<file path="src/rtl/irq_latch_pkg.sv">
package irq_latch_pkg;
  localparam int BYTE_W    = 8;
  localparam int NUM_BYTES = 4;
  localparam int REG_BITS  = BYTE_W * NUM_BYTES;
  localparam int IDX_W     = $clog2(REG_BITS);

  typedef struct packed {
    logic [NUM_BYTES-1:0] pendByteWr;
    logic [NUM_BYTES-1:0] enByteWr;
    logic [BYTE_W-1:0]    wrData;
    logic                 acceptGo;
    logic [IDX_W-1:0]     acceptIdx;
    logic                 returnGo;
  } strobe_t;

  function automatic logic [REG_BITS-1:0] srcMask(input int lo, input int hi);
    logic [REG_BITS-1:0] m;
    m = '0;
    for (int i = 0; i < REG_BITS; i++) begin
      if (i >= lo && i <= hi) m[i] = 1'b1;
    end
    return m;
  endfunction
endpackage

</file>
<file path="src/rtl/irq_latch_ctl.sv">
module irq_latch_ctl
  import irq_latch_pkg::*;
#(
  parameter int ADDR_W = 8,
  parameter int SRC_LO = 2,
  parameter int SRC_HI = 29,
  parameter int NMI_HI = 3,
  parameter logic [ADDR_W-1:0] PEND_ADDR0 = 8'h3C,
  parameter logic [ADDR_W-1:0] PEND_ADDR1 = 8'h3D,
  parameter logic [ADDR_W-1:0] PEND_ADDR2 = 8'h2E,
  parameter logic [ADDR_W-1:0] PEND_ADDR3 = 8'h2F,
  parameter logic [ADDR_W-1:0] EN_ADDR0   = 8'h3A,
  parameter logic [ADDR_W-1:0] EN_ADDR1   = 8'h3B,
  parameter logic [ADDR_W-1:0] EN_ADDR2   = 8'h2C,
  parameter logic [ADDR_W-1:0] EN_ADDR3   = 8'h2D
) (
  input  logic [ADDR_W-1:0]   sfrAddr,
  input  logic                sfrWrEn,
  input  logic [BYTE_W-1:0]   sfrWrData,
  input  logic                acceptStb,
  input  logic                returnStb,
  input  logic [REG_BITS-1:0] pendVec,
  input  logic [REG_BITS-1:0] enVec,
  output logic                reqValid,
  output logic [IDX_W-1:0]    reqIndex,
  output logic [BYTE_W-1:0]   sfrRdData,
  output strobe_t             strobes
);
  localparam logic [REG_BITS-1:0] SRC_MASK = srcMask(SRC_LO, SRC_HI);
  localparam logic [ADDR_W-1:0] PEND_MAP [NUM_BYTES] =
    '{PEND_ADDR0, PEND_ADDR1, PEND_ADDR2, PEND_ADDR3};
  localparam logic [ADDR_W-1:0] EN_MAP [NUM_BYTES] =
    '{EN_ADDR0, EN_ADDR1, EN_ADDR2, EN_ADDR3};

  logic [NUM_BYTES-1:0] pendHit, enHit;
  logic [REG_BITS-1:0]  eligible;
  logic                 pickValid;
  logic [IDX_W-1:0]     pickIdx;

  // Byte address decode, one comparator per mapped byte
  for (genvar b = 0; b < NUM_BYTES; b++) begin : g_decode
    assign pendHit[b] = (sfrAddr == PEND_MAP[b]);
    assign enHit[b]   = (sfrAddr == EN_MAP[b]);
  end

  // Eligibility: non-maskable bypass, maskable gated by master and own enable
  always_comb begin
    for (int i = 0; i < REG_BITS; i++) begin
      eligible[i] = SRC_MASK[i] && pendVec[i] &&
                    ((i <= NMI_HI) || (enVec[0] && enVec[i]));
    end
  end

  // Lowest index wins
  always_comb begin
    pickValid = 1'b0;
    pickIdx   = '0;
    for (int i = REG_BITS - 1; i >= 0; i--) begin
      if (eligible[i]) begin
        pickValid = 1'b1;
        pickIdx   = IDX_W'(i);
      end
    end
  end

  assign reqValid = pickValid;
  assign reqIndex = pickIdx;

  // Read mux
  always_comb begin
    sfrRdData = '0;
    for (int b = 0; b < NUM_BYTES; b++) begin
      if (pendHit[b]) sfrRdData = sfrRdData | pendVec[b*BYTE_W +: BYTE_W];
      if (enHit[b])   sfrRdData = sfrRdData | enVec[b*BYTE_W +: BYTE_W];
    end
  end

  // Strobes towards the datapath
  always_comb begin
    strobes.pendByteWr = pendHit & {NUM_BYTES{sfrWrEn}};
    strobes.enByteWr   = enHit & {NUM_BYTES{sfrWrEn}};
    strobes.wrData     = sfrWrData;
    strobes.acceptGo   = acceptStb && pickValid;
    strobes.acceptIdx  = pickIdx;
    strobes.returnGo   = returnStb && !(acceptStb && pickValid);
  end
endmodule

</file>
<file path="src/rtl/irq_latch_dp.sv">
module irq_latch_dp
  import irq_latch_pkg::*;
#(
  parameter int SRC_LO      = 2,
  parameter int SRC_HI      = 29,
  parameter int NMI_HI      = 3,
  parameter int STACK_DEPTH = 4
) (
  input  logic                clk,
  input  logic                rstN,
  input  logic [REG_BITS-1:0] irqIn,
  input  strobe_t             strobes,
  output logic [REG_BITS-1:0] pendVec,
  output logic [REG_BITS-1:0] enVec,
  output logic                masterEn
);
  localparam int PTR_W = (STACK_DEPTH > 1) ? $clog2(STACK_DEPTH) : 1;
  localparam logic [PTR_W-1:0] PTR_ONE = PTR_W'(1);
  localparam logic [REG_BITS-1:0] SRC_MASK = srcMask(SRC_LO, SRC_HI);

  logic unusedIrqBits;
  assign unusedIrqBits = ^(irqIn & ~SRC_MASK);

  // Pending latches: hardware set beats any clear
  for (genvar i = 0; i < REG_BITS; i++) begin : g_pend
    if (i >= SRC_LO && i <= SRC_HI) begin : g_src
      localparam bit IS_NMI = (i <= NMI_HI);
      logic bitQ, swClr, accClr;
      assign swClr  = strobes.pendByteWr[i / BYTE_W] &&
                      !strobes.wrData[i % BYTE_W] && !IS_NMI;
      assign accClr = strobes.acceptGo && (strobes.acceptIdx == IDX_W'(i));
      always_ff @(posedge clk) begin
        if (!rstN)                 bitQ <= 1'b0;
        else if (irqIn[i])         bitQ <= 1'b1;
        else if (swClr || accClr)  bitQ <= 1'b0;
      end
      assign pendVec[i] = bitQ;
    end else begin : g_none
      assign pendVec[i] = 1'b0;
    end
  end

  // Individual enables (bit 0 is the master gate, kept separately)
  logic [REG_BITS-1:1] enQ;
  always_ff @(posedge clk) begin
    if (!rstN) begin
      enQ <= '0;
    end else begin
      for (int k = 1; k < REG_BITS; k++) begin
        if (strobes.enByteWr[k / BYTE_W]) enQ[k] <= strobes.wrData[k % BYTE_W];
      end
    end
  end

  // Master gate with save/restore LIFO
  logic [STACK_DEPTH-1:0] stackQ;
  logic [PTR_W-1:0]       ptrQ;
  logic                   masterQ;
  always_ff @(posedge clk) begin
    if (!rstN) begin
      masterQ <= 1'b0;
      stackQ  <= '0;
      ptrQ    <= '0;
    end else if (strobes.acceptGo) begin
      stackQ[ptrQ] <= masterQ;
      ptrQ         <= ptrQ + PTR_ONE;
      masterQ      <= 1'b0;
    end else if (strobes.returnGo) begin
      ptrQ    <= ptrQ - PTR_ONE;
      masterQ <= stackQ[ptrQ - PTR_ONE];
    end else if (strobes.enByteWr[0]) begin
      masterQ <= strobes.wrData[0];
    end
  end

  assign enVec    = {enQ, masterQ};
  assign masterEn = masterQ;
endmodule

</file>
<file path="src/rtl/irq_latch_ctrl.sv">
module irq_latch_ctrl
  import irq_latch_pkg::*;
#(
  parameter int ADDR_W      = 8,
  parameter int SRC_LO      = 2,
  parameter int SRC_HI      = 29,
  parameter int NMI_HI      = 3,
  parameter int STACK_DEPTH = 4
) (
  input  logic                clk,
  input  logic                rstN,
  input  logic [REG_BITS-1:0] irqIn,
  input  logic [ADDR_W-1:0]   sfrAddr,
  input  logic                sfrWrEn,
  input  logic [BYTE_W-1:0]   sfrWrData,
  output logic [BYTE_W-1:0]   sfrRdData,
  input  logic                acceptStb,
  input  logic                returnStb,
  output logic                reqValid,
  output logic [IDX_W-1:0]    reqIndex
);
  strobe_t             strobes;
  logic [REG_BITS-1:0] pendVec, enVec;
  logic                masterEn;

  irq_latch_ctl #(
    .ADDR_W(ADDR_W), .SRC_LO(SRC_LO), .SRC_HI(SRC_HI), .NMI_HI(NMI_HI)
  ) u_ctl (
    .sfrAddr(sfrAddr), .sfrWrEn(sfrWrEn), .sfrWrData(sfrWrData),
    .acceptStb(acceptStb), .returnStb(returnStb),
    .pendVec(pendVec), .enVec(enVec),
    .reqValid(reqValid), .reqIndex(reqIndex),
    .sfrRdData(sfrRdData), .strobes(strobes)
  );

  irq_latch_dp #(
    .SRC_LO(SRC_LO), .SRC_HI(SRC_HI), .NMI_HI(NMI_HI), .STACK_DEPTH(STACK_DEPTH)
  ) u_dp (
    .clk(clk), .rstN(rstN), .irqIn(irqIn), .strobes(strobes),
    .pendVec(pendVec), .enVec(enVec), .masterEn(masterEn)
  );
endmodule

</file>
<file path="config.mk">
export PLATFORM = sky130hd
export DESIGN_NAME = irq_latch_ctrl
export DESIGN_NICKNAME = d
export VERILOG_FILES = /design/src/rtl/irq_latch_pkg.sv /design/src/rtl/irq_latch_ctl.sv /design/src/rtl/irq_latch_dp.sv /design/src/rtl/irq_latch_ctrl.sv
export SDC_FILE = /design/constraint.sdc
export NUM_CORES = 1
export LEC_CHECK = 0
export CORE_ASPECT_RATIO = 1.2
export CORE_MARGIN = 2
export CORE_UTILIZATION = 54
export DETAILED_ROUTE_END_ITERATION = 7
export MAX_ROUTING_LAYER = met4
export PLACE_DENSITY = 0.86
export SYNTH_ARGS = -nofsm -noshare
export SYNTH_HDL_FRONTEND = slang
export SYNTH_SLANG_ARGS = --single-unit
</file>
<file path="constraint.sdc">
create_clock -name clk -period 2.49 [get_ports clk]
set_input_delay 0.498 -clock clk [delete_from_list [all_inputs] [get_ports clk]]
set_output_delay 0.498 -clock clk [all_outputs]
set_load 0.02 [all_outputs]
</file>
==> results of run 1 <==
## sequential cells by signal, indices dropped and copies added, names as in the netlist
signal                  flops
u_dp.ptrQ                   2
u_dp.enQ                   31
u_dp.stackQ                 4
u_dp.g_pend.g_src.bitQ     28
u_dp.masterEn               1
## cell families after synthesis
| kind of cell | Yosys count |
|---|---|
| buf+inv | 46 |
| flops | 66 |
| fa+ha+maj | 4 |
| compound gates | 176 |
| mux | 32 |
| simple gates | 169 |
## power groups by stage
stage               Combinational, mW  Clock [mW]  Sequential [mW]
global route                    0.492       0.962             1.15
global placement                0.420           0             1.16
floorplan                       0.186           0             1.16
detailed placement              0.431           0             1.16
finish                          0.466       0.931             1.15
CTS                             0.436       0.914             1.14
## layout by cell type (no fill, tap or decap), types with 15 or more instances in the layout
cell type / n
nor2_1: 35
inv_1: 16
buf_6: 15
o21ai_0: 37
clkdlybuf4s50_1: 40
buf_4: 120
dfxtp_1: 51
nand3_1: 23
mux2i_1: 22
nand2_1: 57
a21oi_1: 31
## metrics by stage
| step | power [mW] | cell area [um^2] | setup WS, ns |
|---|---|---|---|
| floorplan | 1.34 | 4080 | 0.123 |
| global placement | 1.58 | 5570 | -0.708 |
| detailed placement | 1.60 | 5570 | -0.728 |
| CTS | 2.49 | 5920 | -0.0371 |
| global route | 2.60 | 6070 | -0.132 |
| finish | 2.54 | 6070 | -0.0669 |
## area by class of cell
class | instances | area (um^2)
clock buffer | 10 | 138
clock inverter | 5 | 55.1
fill | 423 | 1200
inverter | 19 | 71.3
multi-input combinational | 381 | 2730
sequential | 66 | 1350
tap | 90 | 113
timing repair buffer | 191 | 1620
## per-layer routing
layer | routed length [um] | vias to the layer above | track usage [%]
li1 | - | 2228 | -
met1 | 6110 | 2372 | 46.7
met2 | 8260 | 407 | 65.9
met3 | 1770 | 109 | 7.80
met4 | 1140 | 0 | 25.0
met5 | 0 | - | -
## worst max-delay path: stages (launching register included)
cell and delay [ns]:
dfxtp_1 0.37, and2_4 0.18, a21oi_1 0.05, a221oi_1 0.52, a211o_1 0.24, nand2_2 0.09, a21oi_2 0.11, buf_4 0.15
## worst max path at each step
stage | startpoint | endpoint | slack [ns] | cells past startpoint
floorplan | sfrAddr[1] | sfrRdData[4] | 0.12 | 4
global placement | sfrAddr[1] | sfrRdData[3] | -0.71 | 6
detailed placement | sfrAddr[1] | sfrRdData[4] | -0.73 | 7
CTS | u_dp.enQ[13] | reqIndex[0] | -0.04 | 7
global route | u_dp.enQ[13] | reqIndex[0] | -0.13 | 7
finish | u_dp.enQ[7] | reqIndex[0] | -0.07 | 7
## repair_timing
| item | 4_1_cts | 5_1_grt |
|---|---|---|
| setup endpoints to repair | 14 | 23 |
| buffers inserted | 14 | 2 |
| pin swaps | 19 | 26 |
| hold buffers | 0 | 0 |
| resized for setup | 103 | 57 |
==> flow_metrics.py, run 1 <==
metrics = {
    "final_layout": {
        "final_nets": 725,
        "area_growth_syn_to_layout_pct": 49.2,
        "fin_cells": 762,
        "num_antenna_cells": 0,
        "final_util_pct": 83.5,
        "drive_gt1_share_pct": 35.0,
    },
    "die": {
        "dieArea_um2": 8250,
        "coreArea_um2": 7270,
        "rows": 34,
        "initial_utilization_pct": 56.0,
        "die-width_um": 83.3,
        "fp.dieH_um": 99.1,
        "io_pins": 67,
    },
    "clocking": {
        "cts_made_buffers": 9,
        "cts_tree": "built",
        "insertion_delay_ns": 0.36,
        "cts_root_buf": "clkbuf_8",
        "cts.sinks": 66,
        "htreeDepth": 3,
        "clk_pin_slew_worst_paths_ns": 0.07,
        "clock_path_buffers": 2,
    },
    "power": {
        "vdd_drop_max_v": 0.000354,
        "pwr-share-seq_pct": 45.1,
        "switching_share_pct": 28.8,
        "power.density_nw_per_um2": 419,
        "p_comb_share_pct": 18.3,
        "p_leak_nw": 2.47,
        "pwr-share-clk_pct": 36.6,
        "p_sw_mw": 0.731,
        "cell_internal_pwr_mw": 1.81,
    },
    "sta": {
        "whs_ns": 0.464,
        "setup_viol": 5,
        "fmax_mhz": 391,
        "skew_ns": 0.00904,
        "period_share_pct": 103,
        "drv_slew": 0,
        "period_minus_slack_ns": 2.56,
        "tightest_slew_ns": 0.637,
        "maxSlewHeadroom_pct": 57.5,
        "hold_viol_final": 0,
        "finalWorstSetupSlack_ns": -0.0669,
        "fin_setup_tns_ns": -0.208,
        "rsz0062_at_grt": "true",
    },
    "global_route": {
        "gr-total-overflow": 0,
        "antenna_found_initial": 0,
        "grt_pass1_vias": 4904,
        "track_usage_pct": 40.7,
        "grt_pass1_wl_um": 25500,
        "grt_max_degree": 19,
    },
    "logic_synthesis": {
        "synth_top_family_by_area": "compound AO/OA/AOI/OAI gates",
        "synthesis.area_um2": 4070,
        "async_flop_share_pct": 0,
        "avgSynthCellArea_um2": 8.26,
        "yosys.area.top_type": "dfxtp_1",
        "synth_compound_area_share_pct": 31.0,
        "yosys-top-cells-count": "66 x dfxtp_1, 61 x nand2_1, 38 x o21ai_0",
        "synthCells": 493,
        "synthAdderAreaFrac_pct": 1.23,
        "synth-simple-area-share_pct": 20.3,
        "ys_types": 70,
        "synth_warnings": 0,
        "ys_seq_area_share_pct": 32.5,
        "synth_xor_xnor_area_share_pct": 0,
        "synth_ff_type": "dfxtp_1",
        "synth.area.top_cells": "dfxtp_1 32%, nand2_1 5.6%, mux2i_1 5.4%",
        "synth_edf_count": 0,
        "yosysTopAreaCellShare_pct": 32.5,
        "synth_mux_area_share_pct": 9.93,
        "synth_nets": 550,
        "ys_seq_elements": 66,
        "synth.most_common_cell": "dfxtp_1",
    },
    "worst_setup_path": {
        "r2r_setup_slack_ns": 0.06,
        "critical_path_class": "reg -> out",
        "rr_startpoint": "u_dp.enQ[7]",
        "r2r_cells": 10,
        "crit_arrival_ns": 2.06,
        "critical_path_required_ns": 1.99,
        "start_kind": "register",
        "critical_path.endpoint_type": "primary output",
        "reg2reg_to": "u_dp.g_pend[17].g_src.bitQ",
        "worstPathMaxFanout": 3,
    },
    "routing": {
        "drtIter0Drc": 654,
        "drtPass1Iterations": 7,
        "wl_um": 17300,
        "via_per_inst": 6.71,
        "antenna_left": 0,
        "post_drt_wl_per_cell_um": 22.7,
        "vias": 5116,
        "drt_drc_violations_left": 0,
    },
    "hold_path": {
        "min_to": "u_dp.enQ[2]",
        "hold_start": "u_dp.enQ[2]",
        "holdPathStages": 2,
        "hold_path_class": "reg -> reg",
    },
    "run_status": {
        "violations": "negative setup slack",
        "outcome": "finished with violations",
    },
    "place": {
        "placedCellCount": 733,
        "dpl.hpwl_um": 12400,
        "io_buffers": 62,
        "place.gp.congestion": 1.03,
    },
    "flow_run": {
        "cap_viol_max_count": 0,
    },
}
Power figures use the tool's default switching activity.
==> inputs of run 2 (changes only) <==
==> constraint.sdc (replaced) <==
create_clock -name clk -period 2.85 [get_ports clk]
set_input_delay 0.285 -clock clk [delete_from_list [all_inputs] [get_ports clk]]
set_output_delay 0.285 -clock clk [all_outputs]
set_load 0.02 [all_outputs]
==> run 2 against run 1 <==
Net effect:
- the run now ends clean
- largest power group unchanged
- count of clock-buffer cells in the layout increased by 1
- total power decreased by 20%
- worst setup slack improved by 0.13 ns
- utilization decreased by 14 points
- die area unchanged
- global-route usage decreased by 6.1 points
- non-clock buffer count decreased by 105
- via count decreased by 15%
==> flow_metrics.py, run 2 (synthesis gave the netlist of run 1 again) <==
metrics = {
    "sta": {
        "maxSlewHeadroom_pct": 58.6,
        "tightest_slew_ns": 0.616,
        "period_minus_slack_ns": 2.79,
        "skew_ns": 0.0126,
        "rsz0062_at_grt": "false",
        "hold_viol_final": 0,
        "fmax_mhz": 358,
        "drv_slew": 0,
        "fin_setup_tns_ns": 0,
        "period_share_pct": 97.9,
        "setup_viol": 0,
    },
    "routing": {
        "post_drt_wl_per_cell_um": 21.4,
        "drtPass1Iterations": 5,
        "drtIter0Drc": 499,
        "antenna_left": 0,
        "vias": 4351,
        "wl_um": 14100,
        "drt_drc_violations_left": 0,
        "via_per_inst": 6.61,
    },
    "power": {
        "p_total_mw": 2.03,
        "vdd_drop_max_v": 0.000289,
        "power.density_nw_per_um2": 402,
        "p_leak_nw": 1.87,
    },
    "final_layout": {
        "largest_register_ffs": 31,
        "top_register": "u_dp.enQ",
        "num_antenna_cells": 0,
        "seq_area_um2": 1320,
        "drive_gt1_share_pct": 12.3,
        "area_growth_syn_to_layout_pct": 23.9,
        "fin_cells": 658,
        "layout_commonest_cell": "dfxtp_1",
        "final_cell_mix": "65 x dfxtp_1, 61 x nand2_1, 56 x clkdlybuf4s50_1",
        "final_nets": 620,
        "multi_input_area_um2": 2560,
        "final.fill_count": 621,
        "reg_top3": "u_dp.enQ: 31 flops, u_dp.g_pend.g_src.bitQ: 28 flops, u_dp.stackQ: 4 flops",
        "finalInstanceArea_um2": 5040,
    },
    "die": {
        "coreArea_um2": 7270,
        "rows": 34,
        "die-width_um": 83.3,
        "initial_utilization_pct": 56.0,
        "io_pins": 67,
        "dieArea_um2": 8250,
        "fp.dieH_um": 99.1,
    },
    "worst_setup_path": {
        "critPathLaunch": "u_dp.g_pend[23].g_src.bitQ",
        "r2r_setup_slack_ns": 0.53,
        "rr_startpoint": "u_dp.g_pend[17].g_src.bitQ",
        "crit_arrival_ns": 2.50,
        "critical_path.endpoint_type": "primary output",
        "r2r_cells": 6,
        "critical_path_class": "reg -> out",
        "reg2reg_to": "u_dp.g_pend[24].g_src.bitQ",
        "worstPathMaxFanout": 7,
        "critical_path_required_ns": 2.57,
        "start_kind": "register",
    },
    "place": {
        "place.gp.congestion": 1.05,
        "io_buffers": 62,
        "place_area_um2": 4860,
        "placedCellCount": 642,
        "dpl.hpwl_um": 10700,
    },
    "hold_path": {
        "hold_path_class": "reg -> reg",
        "hold_start": "u_dp.enQ[1]",
        "min_to": "u_dp.enQ[1]",
        "holdPathStages": 2,
    },
    "global_route": {
        "grt_pass1_vias": 4192,
        "grt_pass1_wl_um": 21600,
        "track_usage_pct": 34.6,
        "gr-total-overflow": 0,
        "antenna_found_initial": 0,
        "grt_max_degree": 36,
    },
    "clocking": {
        "cts_made_buffers": 9,
        "htreeDepth": 3,
        "cts_root_buf": "clkbuf_8",
        "cts.sinks": 66,
        "ctsHoldBuffers": 0,
        "cts_tree": "built",
        "clk_pin_slew_worst_paths_ns": 0.08,
        "insertion_delay_ns": 0.36,
        "clock_path_buffers": 2,
    },
    "run_status": {
        "outcome": "finished clean",
    },
    "flow_run": {
        "cap_viol_max_count": 0,
    },
}
run 2: worst max-delay path: stages, from the launching register on:
cell	delay, ns
dfxtp_1	0.35
a22o_1	0.29
o21ai_0	0.27
nand3_1	0.32
or2_2	0.38
clkdlybuf4s50_1	0.54
run 2: layer usage:
metal	routed length [um]	share of wire, %	GRT usage (%)
met1	5470	39	39.5
met2	6540	47	57.1
met3	1210	8.6	7.05
met4	844	6.0	19.2
met5	0	0	-
run 2: layout make-up:
cell class | instances | area share (%)
Multi-Input combinational cell | 381 | 50.7
Inverter | 19 | 1.41
Timing Repair Buffer | 86 | 16.2
Sequential cell | 66 | 26.2
Tap cell | 90 | 2.23
Clock buffer | 11 | 2.60
Clock inverter | 5 | 0.620
run 2: per-stage QoR:
stage | utilization (%) | hold slack (ns) | setup WS (ns)
6_report | 69.3 | 0.467 | 0.0601
4_1_cts | 69.0 | 0.474 | 0.0300
5_1_grt | 69.3 | 0.479 | 0.00747
3_3_place_gp | 66.8 | 0.446 | 0.0432
2_1_floorplan | - | 0.402 | 0.710
3_5_place_dp | 66.8 | 0.460 | 0.0307
run 2: timing repair:
item	CTS	global route
gates resized for setup	3	8
hold endpoints to repair	0	0
setup buffers	0	0
setup endpoints to repair	3	7
pin swaps	0	1
run 2: worst max path at each step:
stage               slack (ns)           end
floorplan                 0.71  sfrRdData[6]
global placement          0.04  sfrRdData[3]
detailed placement        0.03  sfrRdData[3]
CTS                       0.03  sfrRdData[3]
global route             0.007  sfrRdData[2]
finish                    0.06      reqValid
run 2: power breakdown:
| part | switching (mW) | total, mW | internal [mW] |
|---|---|---|---|
| Combinational | 0.160 | 0.316 | 0.155 |
| Clock | 0.385 | 0.698 | 0.313 |
| Sequential | 0.0521 | 1.01 | 0.960 |
